[src/rtl/npc_pkg.sv]
package npc_pkg;

  typedef enum logic [2:0] {
    BK_SEQ      = 3'd0,
    BK_REL      = 3'd1,
    BK_REL_LINK = 3'd2,
    BK_TO_LR    = 3'd3,
    BK_TO_CTR   = 3'd4,
    BK_CTR_LINK = 3'd5,
    BK_COND     = 3'd6,
    BK_RSVD     = 3'd7
  } br_kind_e;

endpackage

[src/rtl/npc_targets.sv]
// Computes every candidate next address in parallel.
module npc_targets #(
  parameter int PC_W  = 32,
  parameter int OFS_W = 24
) (
  input  logic [PC_W-1:0]  pc_cur,
  input  logic [OFS_W-1:0] off,
  input  logic [PC_W-1:0]  lr_in,
  input  logic [PC_W-1:0]  ctr_in,
  output logic [PC_W-1:0]  seq_t,
  output logic [PC_W-1:0]  rel_t,
  output logic [PC_W-1:0]  lr_t,
  output logic [PC_W-1:0]  ctr_t
);
  localparam int EXT_W = PC_W - OFS_W;

  logic [PC_W-1:0] off_ext;

  always_comb begin
    off_ext = {{EXT_W{off[OFS_W-1]}}, off};
    seq_t   = pc_cur + PC_W'(4);
    rel_t   = pc_cur + {off_ext[PC_W-3:0], 2'b00};
    lr_t    = {lr_in[PC_W-1:2], 2'b00};
    ctr_t   = {ctr_in[PC_W-1:2], 2'b00};
  end
endmodule

[src/rtl/npc_cond.sv]
// Tests one selected condition bit against the requested polarity.
module npc_cond #(
  parameter int CF_W  = 4,
  localparam int SEL_W = $clog2(CF_W)
) (
  input  logic [CF_W-1:0]  fld,
  input  logic [SEL_W-1:0] sel,
  input  logic             pol,
  output logic             taken
);
  logic [CF_W-1:0] hit;

  for (genvar i = 0; i < CF_W; i++) begin : g_bit
    assign hit[i] = (sel == SEL_W'(i)) && (fld[i] == pol);
  end

  assign taken = |hit;
endmodule

[src/rtl/npc_select.sv]
// Picks the next PC source and flags the linking forms.
module npc_select #(
  parameter int PC_W = 32
) (
  input  logic [2:0]      kind,
  input  logic            cond_ok,
  input  logic [PC_W-1:0] seq_t,
  input  logic [PC_W-1:0] rel_t,
  input  logic [PC_W-1:0] lr_t,
  input  logic [PC_W-1:0] ctr_t,
  output logic [PC_W-1:0] npc_o,
  output logic            link_o
);
  import npc_pkg::*;

  br_kind_e k;

  always_comb begin
    k      = br_kind_e'(kind);
    npc_o  = seq_t;
    link_o = 1'b0;
    case (k)
      BK_SEQ:      npc_o = seq_t;
      BK_REL:      npc_o = rel_t;
      BK_REL_LINK: begin npc_o = rel_t; link_o = 1'b1; end
      BK_TO_LR:    npc_o = lr_t;
      BK_TO_CTR:   npc_o = ctr_t;
      BK_CTR_LINK: begin npc_o = ctr_t; link_o = 1'b1; end
      BK_COND:     npc_o = cond_ok ? rel_t : seq_t;
      default:     npc_o = seq_t;
    endcase
  end
endmodule

[src/rtl/npc_unit.sv]
module npc_unit #(
  parameter int              PC_W      = 32,
  parameter int              OFS_W     = 24,
  parameter int              CF_W      = 4,
  parameter logic [PC_W-1:0] RESET_VEC = 32'h0000_0102,
  localparam int             SEL_W     = $clog2(CF_W)
) (
  input  logic             clk,
  input  logic             rst_n,
  input  logic             step_en,
  input  logic [2:0]       br_kind,
  input  logic [OFS_W-1:0] br_off,
  input  logic [PC_W-1:0]  lr_val,
  input  logic [PC_W-1:0]  ctr_val,
  input  logic [CF_W-1:0]  cond_fld,
  input  logic [SEL_W-1:0] cond_sel,
  input  logic             cond_pol,
  output logic [PC_W-1:0]  pc,
  output logic [PC_W-1:0]  npc,
  output logic             lr_we,
  output logic [PC_W-1:0]  lr_wdata
);
  localparam logic [PC_W-1:0] RST_PC = {RESET_VEC[PC_W-1:2], 2'b00};

  logic [PC_W-1:0] pc_q, pc_d;
  logic [PC_W-1:0] seq_t, rel_t, lr_t, ctr_t;
  logic            cond_ok, link;

  npc_targets #(.PC_W(PC_W), .OFS_W(OFS_W)) u_tgt (
    .pc_cur (pc_q),
    .off    (br_off),
    .lr_in  (lr_val),
    .ctr_in (ctr_val),
    .seq_t  (seq_t),
    .rel_t  (rel_t),
    .lr_t   (lr_t),
    .ctr_t  (ctr_t)
  );

  npc_cond #(.CF_W(CF_W)) u_cond (
    .fld   (cond_fld),
    .sel   (cond_sel),
    .pol   (cond_pol),
    .taken (cond_ok)
  );

  npc_select #(.PC_W(PC_W)) u_sel (
    .kind    (br_kind),
    .cond_ok (cond_ok),
    .seq_t   (seq_t),
    .rel_t   (rel_t),
    .lr_t    (lr_t),
    .ctr_t   (ctr_t),
    .npc_o   (npc),
    .link_o  (link)
  );

  // next-state
  always_comb begin
    pc_d = pc_q;
    if (step_en) pc_d = npc;
  end

  // register
  always_ff @(posedge clk or negedge rst_n) begin
    if (!rst_n) pc_q <= RST_PC;
    else        pc_q <= pc_d;
  end

  assign pc       = pc_q;
  assign lr_we    = step_en & link;
  assign lr_wdata = seq_t;
endmodule

[config.mk]
export PLATFORM = sky130hd
export DESIGN_NAME = npc_unit
export DESIGN_NICKNAME = d
export VERILOG_FILES = /design/src/rtl/npc_pkg.sv /design/src/rtl/npc_targets.sv /design/src/rtl/npc_cond.sv /design/src/rtl/npc_select.sv /design/src/rtl/npc_unit.sv
export SDC_FILE = /design/constraint.sdc
export NUM_CORES = 1
export LEC_CHECK = 0
export BUFFER_PORTS_ARGS = -buffer_cell sky130_fd_sc_hd__buf_2
export CAP_MARGIN = 20
export CORE_ASPECT_RATIO = 0.75
export CORE_MARGIN = 3
export CORE_UTILIZATION = 40
export DETAILED_ROUTE_END_ITERATION = 12
export PLACE_DENSITY = 0.71
export RECOVER_POWER = 100
export SETUP_SLACK_MARGIN = 0.2
export SYNTH_ARGS = -nofsm -noshare
export SYNTH_HDL_FRONTEND = slang
export SYNTH_SLANG_ARGS = --single-unit
[constraint.sdc]
create_clock -name clk -period 9.61 [get_ports clk]
set_input_delay 1.922 -clock clk [delete_from_list [all_inputs] [get_ports clk]]
set_output_delay 1.922 -clock clk [all_outputs]
set_load 0.01 [all_outputs]
==> results of run 1 <==
==> layout by cell type, fill, tap and decap left out, types with 6 or more instances in the layout <==
cell	n
mux2_2	15
ha_1	30
a21oi_1	26
buf_2	97
a31oi_1	12
a21o_1	18
xnor2_1	32
clkbuf_1	100
o21ai_0	29
inv_1	16
a22o_1	7
a222oi_1	22
nand2_1	56
xor2_1	20
nand3_1	18
nor2_1	43
nand4_1	15
a221o_1	6
dfrtp_1	31
==> metal layers <==
metal / global-route usage [%] / share of wire (%) / vias to the layer above
li1: - / - / 2281
met5: 0 / 0 / -
met1: 34.49 / 45 / 2300
met3: 5.117 / 9.9 / 13
met2: 40.48 / 44 / 234
met4: 5.346 / 1.1 / 0
==> final timing paths <==
check	cells past startpoint	startpoint	slack [ns]	to
worst max-delay path	14	br_off[0]	2.84	npc[24]
worst min-delay path	2	pc[1]	0.54	pc[1]
worst max register to register	8	pc[8]	5.61	pc[27]
worst min register to register	2	pc[1]	0.54	pc[1]
max in group asynchronous	1	rst_n	6.25	pc[21]
min in group asynchronous	1	rst_n	2.19	pc[3]
==> worst max-delay path: stages <==
cell and delay (ns):
buf_2 0.08, ha_1 0.16, inv_1 0.05, fa_1 0.41, nor2b_1 0.17, o2111ai_1 0.16
nand2_1 0.12, a21oi_1 0.11, o41ai_1 0.56, a221oi_1 0.26, nor4b_1 0.35, o21ai_0 0.17
nand3_1 0.14, clkbuf_1 0.17
==> layout make-up <==
class | instances | area (µm²)
fillers | 1048 | 4757
clock buffers | 8 | 136.4
well taps | 132 | 165.2
flip-flops and latches | 32 | 802.0
inverters | 16 | 60.06
repair buffers | 196 | 864.6
multi-input cells | 433 | 3067
==> synth_stat cells, types with 11 or more instances <==
| master | instances |
|---|---|
| nand2_1 | 56 |
| nor2_1 | 43 |
| xnor2_1 | 32 |
| dfrtp_1 | 31 |
| ha_1 | 30 |
| a21oi_1 | 26 |
| a222oi_1 | 22 |
| o21ai_0 | 21 |
| xor2_1 | 20 |
| a21o_1 | 18 |
| nand3_1 | 18 |
| clkbuf_1 | 17 |
| inv_1 | 16 |
| mux2_2 | 15 |
| nand4_1 | 15 |
| a31oi_1 | 11 |
==> cell families (layout without fill, tap and decap cells) <==
logic type	Yosys count	after routing	share of synthesized area [%]
simple gates	172	172	20.32
compound gates	157	157	27.92
xor+xnor	52	52	11.06
buf+inv	46	220	5.619
flops	32	32	19.47
fa+ha+maj	31	31	9.599
mux	21	21	6.014
==> metrics by stage <==
step | setup WS (ns) | hold WS (ns)
after global routing | 2.612 | 0.5834
after floorplan | 3.590 | 0.5590
after detailed placement | 2.932 | 0.5323
final | 2.845 | 0.5446
after CTS | 2.925 | 0.5407
after global placement | 2.994 | 0.5183
==> power by group <==
| group | switching (mW) | internal [mW] |
|---|---|---|
| clock | 0.0634 | 0.0965 |
| sequential | 0.0861 | 0.179 |
| combinational | 0.489 | 0.338 |
==> results.md, run 1 <==
- Run status: finished with violations
- Failing checks: max-capacitance violations, max-slew violations
- Critical Path Sink Type: output pin
- Total power: 1.252 mW
- RSZ-0062 raised after global routing: false
- Register bit total from synthesis: 32
- Arrival @ worst endpoint: between 4 and 5 ns
- CP required: 7.69 ns
- # rows: 31
- Crit path time final: just under 7 ns
- Fin area: just over 0.005 mm²
- Synth warn: 0
- WL/cell: around 19 µm
- Placed Cells: between 800 and 900
- DP Wirelength: between 10,000 and 15,000 µm
- Port bufs: roughly 190
- Setup violators final: 0
- Layout net count: between 800 and 900
- Final Hold Viols: 0
- Max FFs per register: 32
- Pleak: ~2.3 nW
- Area growth, synth to finish: 23.69%
- Via/cell ratio: roughly 5.9
- # diodes: 0
- Vias in the first global route: between 4,000 and 5,000
- CP Launch Type: input port
- Die ar.: 0.01156 mm²
- Skew final: a little over 0.005 ns
- Synth area leaders: dfrtp_1, ha_1, xnor2_1
- Synthesized area per cell: approximately 8 µm²
- Setup TNS: 0 ns
- Rel. slew slack: -46.18%
- Initial Util: a little over two fifths
- Number of synthesized flops with an enable pin: 0
- Utilization after layout: between 50% and 60%
- Root buf cell: clkbuf_16
- Routed Antenna Nets: 0
- Worst vdd ir: around 0.14 mV
- IO Pins: about 200
- Post-CTS Setup Bufs: 0
- Synth cell types: 73
- GRT Overall Usage: roughly 25%
- Crit Path Class: in -> out
- Clk slew on worst S/H paths: ~0.05 ns
- Synth Flop Type: dfrtp_1
- Max cap viols: 3
- Layout cells sized above 1: just under 20%
- DRC: 0
- Actual slew at the worst max-slew pin: 2.193 ns
- Cell taking the most area after synthesis: dfrtp_1
- Sequential element share of the synthesized area: 19.47%
- Antenna violations before repair: 0
- Fraction of registers with async set/reset: 100.0%
- Clock buffer depth: 2
- CTS sink cnt: 32
- Die width: approximately 120 µm
- First-pass GRT wire length: 22,910 µm
- Fin crit share: ~70%
- PostCTS Resize Cnt: 0
- Largest net degree at the start of global routing: 43
- Post-Synthesis Cells: between 500 and 600
- Synthesized net count: around 640
- Drt pass-1 iters: 6
- Max Transition Viols Final: 108
- Htree depth: 2
- Grt total ovfl: 0
- Mapped Area: around 0.0041 mm²
- CTS tree: built
- Crit Path Max Fanout: 3
- Number of CTS-inserted buffers: 5
- Starting DRT DRC Count: between 400 and 500
- Synth top area share: approximately a fifth
- Core footprint: around 0.01 mm²
- HP Class: reg -> reg
- Die Y: approximately 94 µm
- Placed Area: 0.005104 mm²
- Non-Filler Instances: a little over 800
- Power per cell area: ~250 mW/mm²
- GP Congestion: between 0.8 and 0.9
- Hold_buf cts: 0
- Vias: slightly below 5,000
- Fmax achieved: about 150 MHz
- Detailed Route WL: roughly 15,000 µm
- Clk_lat worst skew: between 0.2 and 0.3 ns
Note: power is estimated with default switching activity, not from simulation.
==> run 2: changes to the inputs <==
clock period = 6.8 ns   (was 9.61 ns; I/O delays follow)
==> run 2 against run 1 <==
Compared with the run above: the run still ends with max-capacitance violations, max-slew violations left; register-to-register slack got worse by 2.9 ns; first-iteration DRC count decreased by 4.3%; setup slack got worse by 1.8 ns; critical endpoint is now npc[31]; largest cell class unchanged.
==> results.md, run 2 (synthesized netlist as in run 1, its figures left out) <==
- HP Class: reg -> reg
- PostCTS Resize Cnt: 0 (unchanged)
- Htree depth: 2 (unchanged)
- DRC: 0 (unchanged)
- Power per cell area: 349.5 mW/mm² (+42%)
- Die Y: 93.88 µm (unchanged)
- Critical Path Source: pc[8]
- CP required: 5.44 ns (-2.25 ns)
- Actual slew at the worst max-slew pin: 2.120 ns (-0.07237 ns)
- Multi-input logic area: 0.003078 mm² (+0.37%)
- Leading cell type in the layout, fill and taps excluded: clkbuf_1
- Max Transition Viols Final: 108 (unchanged)
- GP Congestion: 0.8910 (+0.18%)
- R2R cell count: 8 (unchanged)
- Number of CTS-inserted buffers: 5 (unchanged)
- Max FFs per register: 32 (unchanged)
- Layout net count: 816 (unchanged)
- Port bufs: 193 (unchanged)
- # diodes: 0 (unchanged)
- First-pass GRT wire length: 23,580 µm (+2.9%)
- Grt total ovfl: 0 (unchanged)
- Worst r2r src: pc[8]
- Fin crit share: ~84%
- Crit-path cells: nand3_1 > nor4_1 > nand4_1 > nor2_1 > nand4_1 > xnor2_1 > a222oi_1 > o21ai_0 > clkbuf_1
- Worst hold path stage count: 2 (unchanged)
- Worst vdd ir: 0.1711 mV (+18%)
- R2R Setup Slk: 2.71 ns (-2.90 ns)
- # rows: 31 (unchanged)
- Fmax achieved: roughly 180 MHz
- Drt pass-1 iters: 7 (+1)
- Pleak: 2.287 nW (+0.21%)
- Setup TNS: 0 ns (unchanged)
- Cell at the slowest stage of the critical path: nor4_1
- Crit Path Class: reg -> out
- Detailed Route WL: 15,180 µm (about the same)
- Starting DRT DRC Count: 426 (-4.3%)
- Routed Antenna Nets: 0 (unchanged)
- Fillers: 1,034 (-1.3%)
- Root buf cell: clkbuf_16
- DP Wirelength: 11,680 µm (about the same)
- Crit path time final: between 5 and 6 ns
- Failing checks: max-capacitance violations, max-slew violations
- Arrival @ worst endpoint: 4.35 ns (-0.49 ns)
- Crit path largest cell delay: 1.13 ns (+0.57 ns)
- Post-CTS Setup Bufs: 0 (unchanged)
- Most frequent cells in the layout: clkbuf_1, buf_2, nand2_1
- Clk slew on worst S/H paths: 0.06 ns (about the same)
- Setup violators final: 0 (unchanged)
- Run status: finished with violations
- Initial Util: 41.81% (unchanged)
- Final Hold Viols: 0 (unchanged)
- Levels on crit path: 9 (-5)
- CP bufs+invs: 1 (-2)
- Via/cell ratio: 5.882 (-0.46%)
- GRT Overall Usage: 25.63% (+0.58 points)
- RSZ-0062 raised after global routing: false
- Register area: 802.0 µm² (unchanged)
- CP dominant cell by count: nand4_1
- Layout cells sized above 1: 19.71% (+0.29 points)
- Hold_buf cts: 0 (unchanged)
- Die width: 123.2 µm (unchanged)
- Largest net degree at the start of global routing: 43 (unchanged)
- Final hold slack: 0.5435 ns (-0.001086 ns)
- Hold wc startpoint: pc[1]
- Cell family with most CP delay: simple AND/OR/NAND/NOR gates
- IO Pins: 198 (unchanged)
- CTS tree: built
- Critical path endpoint: npc[31]
- CTS sink cnt: 32 (unchanged)
- Antenna violations before repair: 0 (unchanged)
- Skew final: 0.002923 ns (-0.002123 ns)
- Max cap viols: 3 (unchanged)
- Clock buffer depth: 2 (unchanged)
- Area growth, synth to finish: 24.18%
- WL/cell: 18.57 µm (about the same)
- Core footprint: 0.009852 mm² (unchanged)
- Rel. slew slack: -41.36% (+4.8 points)
- Vias in the first global route: 4,604 (+2.5%)
- Critical Path Sink Type: output pin
- R2R Path End: pc[23]
- Clk_lat worst skew: 0.28 ns (about the same)
- CP Launch Type: flip-flop
- Crit Path Max Fanout: 5 (+2)
- Vias: 4,806 (-0.46%)
- Die ar.: 0.01156 mm² (unchanged)
[run 2: cell types whose count changed in the layout (fill, tap and decap cells not counted)]
cell       change
and2_4         +1
and2_0         -2
mux2_4         -1
mux2_1         +1
buf_2          -1
a31oi_1        -1
a31oi_2        +1
o31ai_1        -1
clkbuf_8       +1
and2_1         +1
a2111oi_0      -1
o31ai_2        +1
a2111oi_1      +1
[run 2: area by class of cell]
class / count / share of cell area, %
clock buffer: 8 / 2.862
inverter: 16 / 1.174
multi-input combinational: 433 / 60.18
sequential: 32 / 15.68
tap: 132 / 3.229
timing repair buffer: 196 / 16.88
[run 2: worst min path at each step]
stage	end	slack, ns
global route	pc[1]	0.58
finish	pc[1]	0.54
global placement	pc[1]	0.52
floorplan	pc[0]	0.56
CTS	pc[1]	0.54
detailed placement	pc[1]	0.53
[run 2: power by group]
part           switching [mW]  leakage, nW  internal (mW)  total, mW
Sequential              0.121        0.387          0.253      0.374
Combinational           0.700         1.83          0.480       1.18
Clock                  0.0888       0.0712          0.146      0.235
Total                   0.909         2.29          0.878       1.79
[run 2: layer usage]
layer | up-vias | track usage, % | wire (µm)
met2 | 231 | 42.15 | 6871
met3 | 8 | 4.455 | 1406
met5 | - | 0 | 0
met1 | 2277 | 35.33 | 6791
met4 | 0 | 4.977 | 106
li1 | 2290 | - | -
[run 2: stage by stage]
| stage | std cells | util, % | setup slack, ns | cell area (µm²) | total power, mW |
|---|---|---|---|---|---|
| after floorplan | 511 | - | 1.904 | 4119 | 1.183 |
| after global placement | 809 | 51.80 | 1.313 | 5104 | 1.571 |
| after detailed placement | 809 | 51.80 | 1.230 | 5104 | 1.586 |
| after CTS | 817 | 53.29 | 1.222 | 5250 | 1.831 |
| after global routing | 817 | 51.92 | 0.9346 | 5115 | 1.932 |
| final | 817 | 51.92 | 1.089 | 5115 | 1.788 |
[run 2: tightest hold or removal path, cell delays in order, from the launching register on]
cell and delay, ns:
dfrtp_1 0.38, inv_1 0.08, a21oi_1 0.04
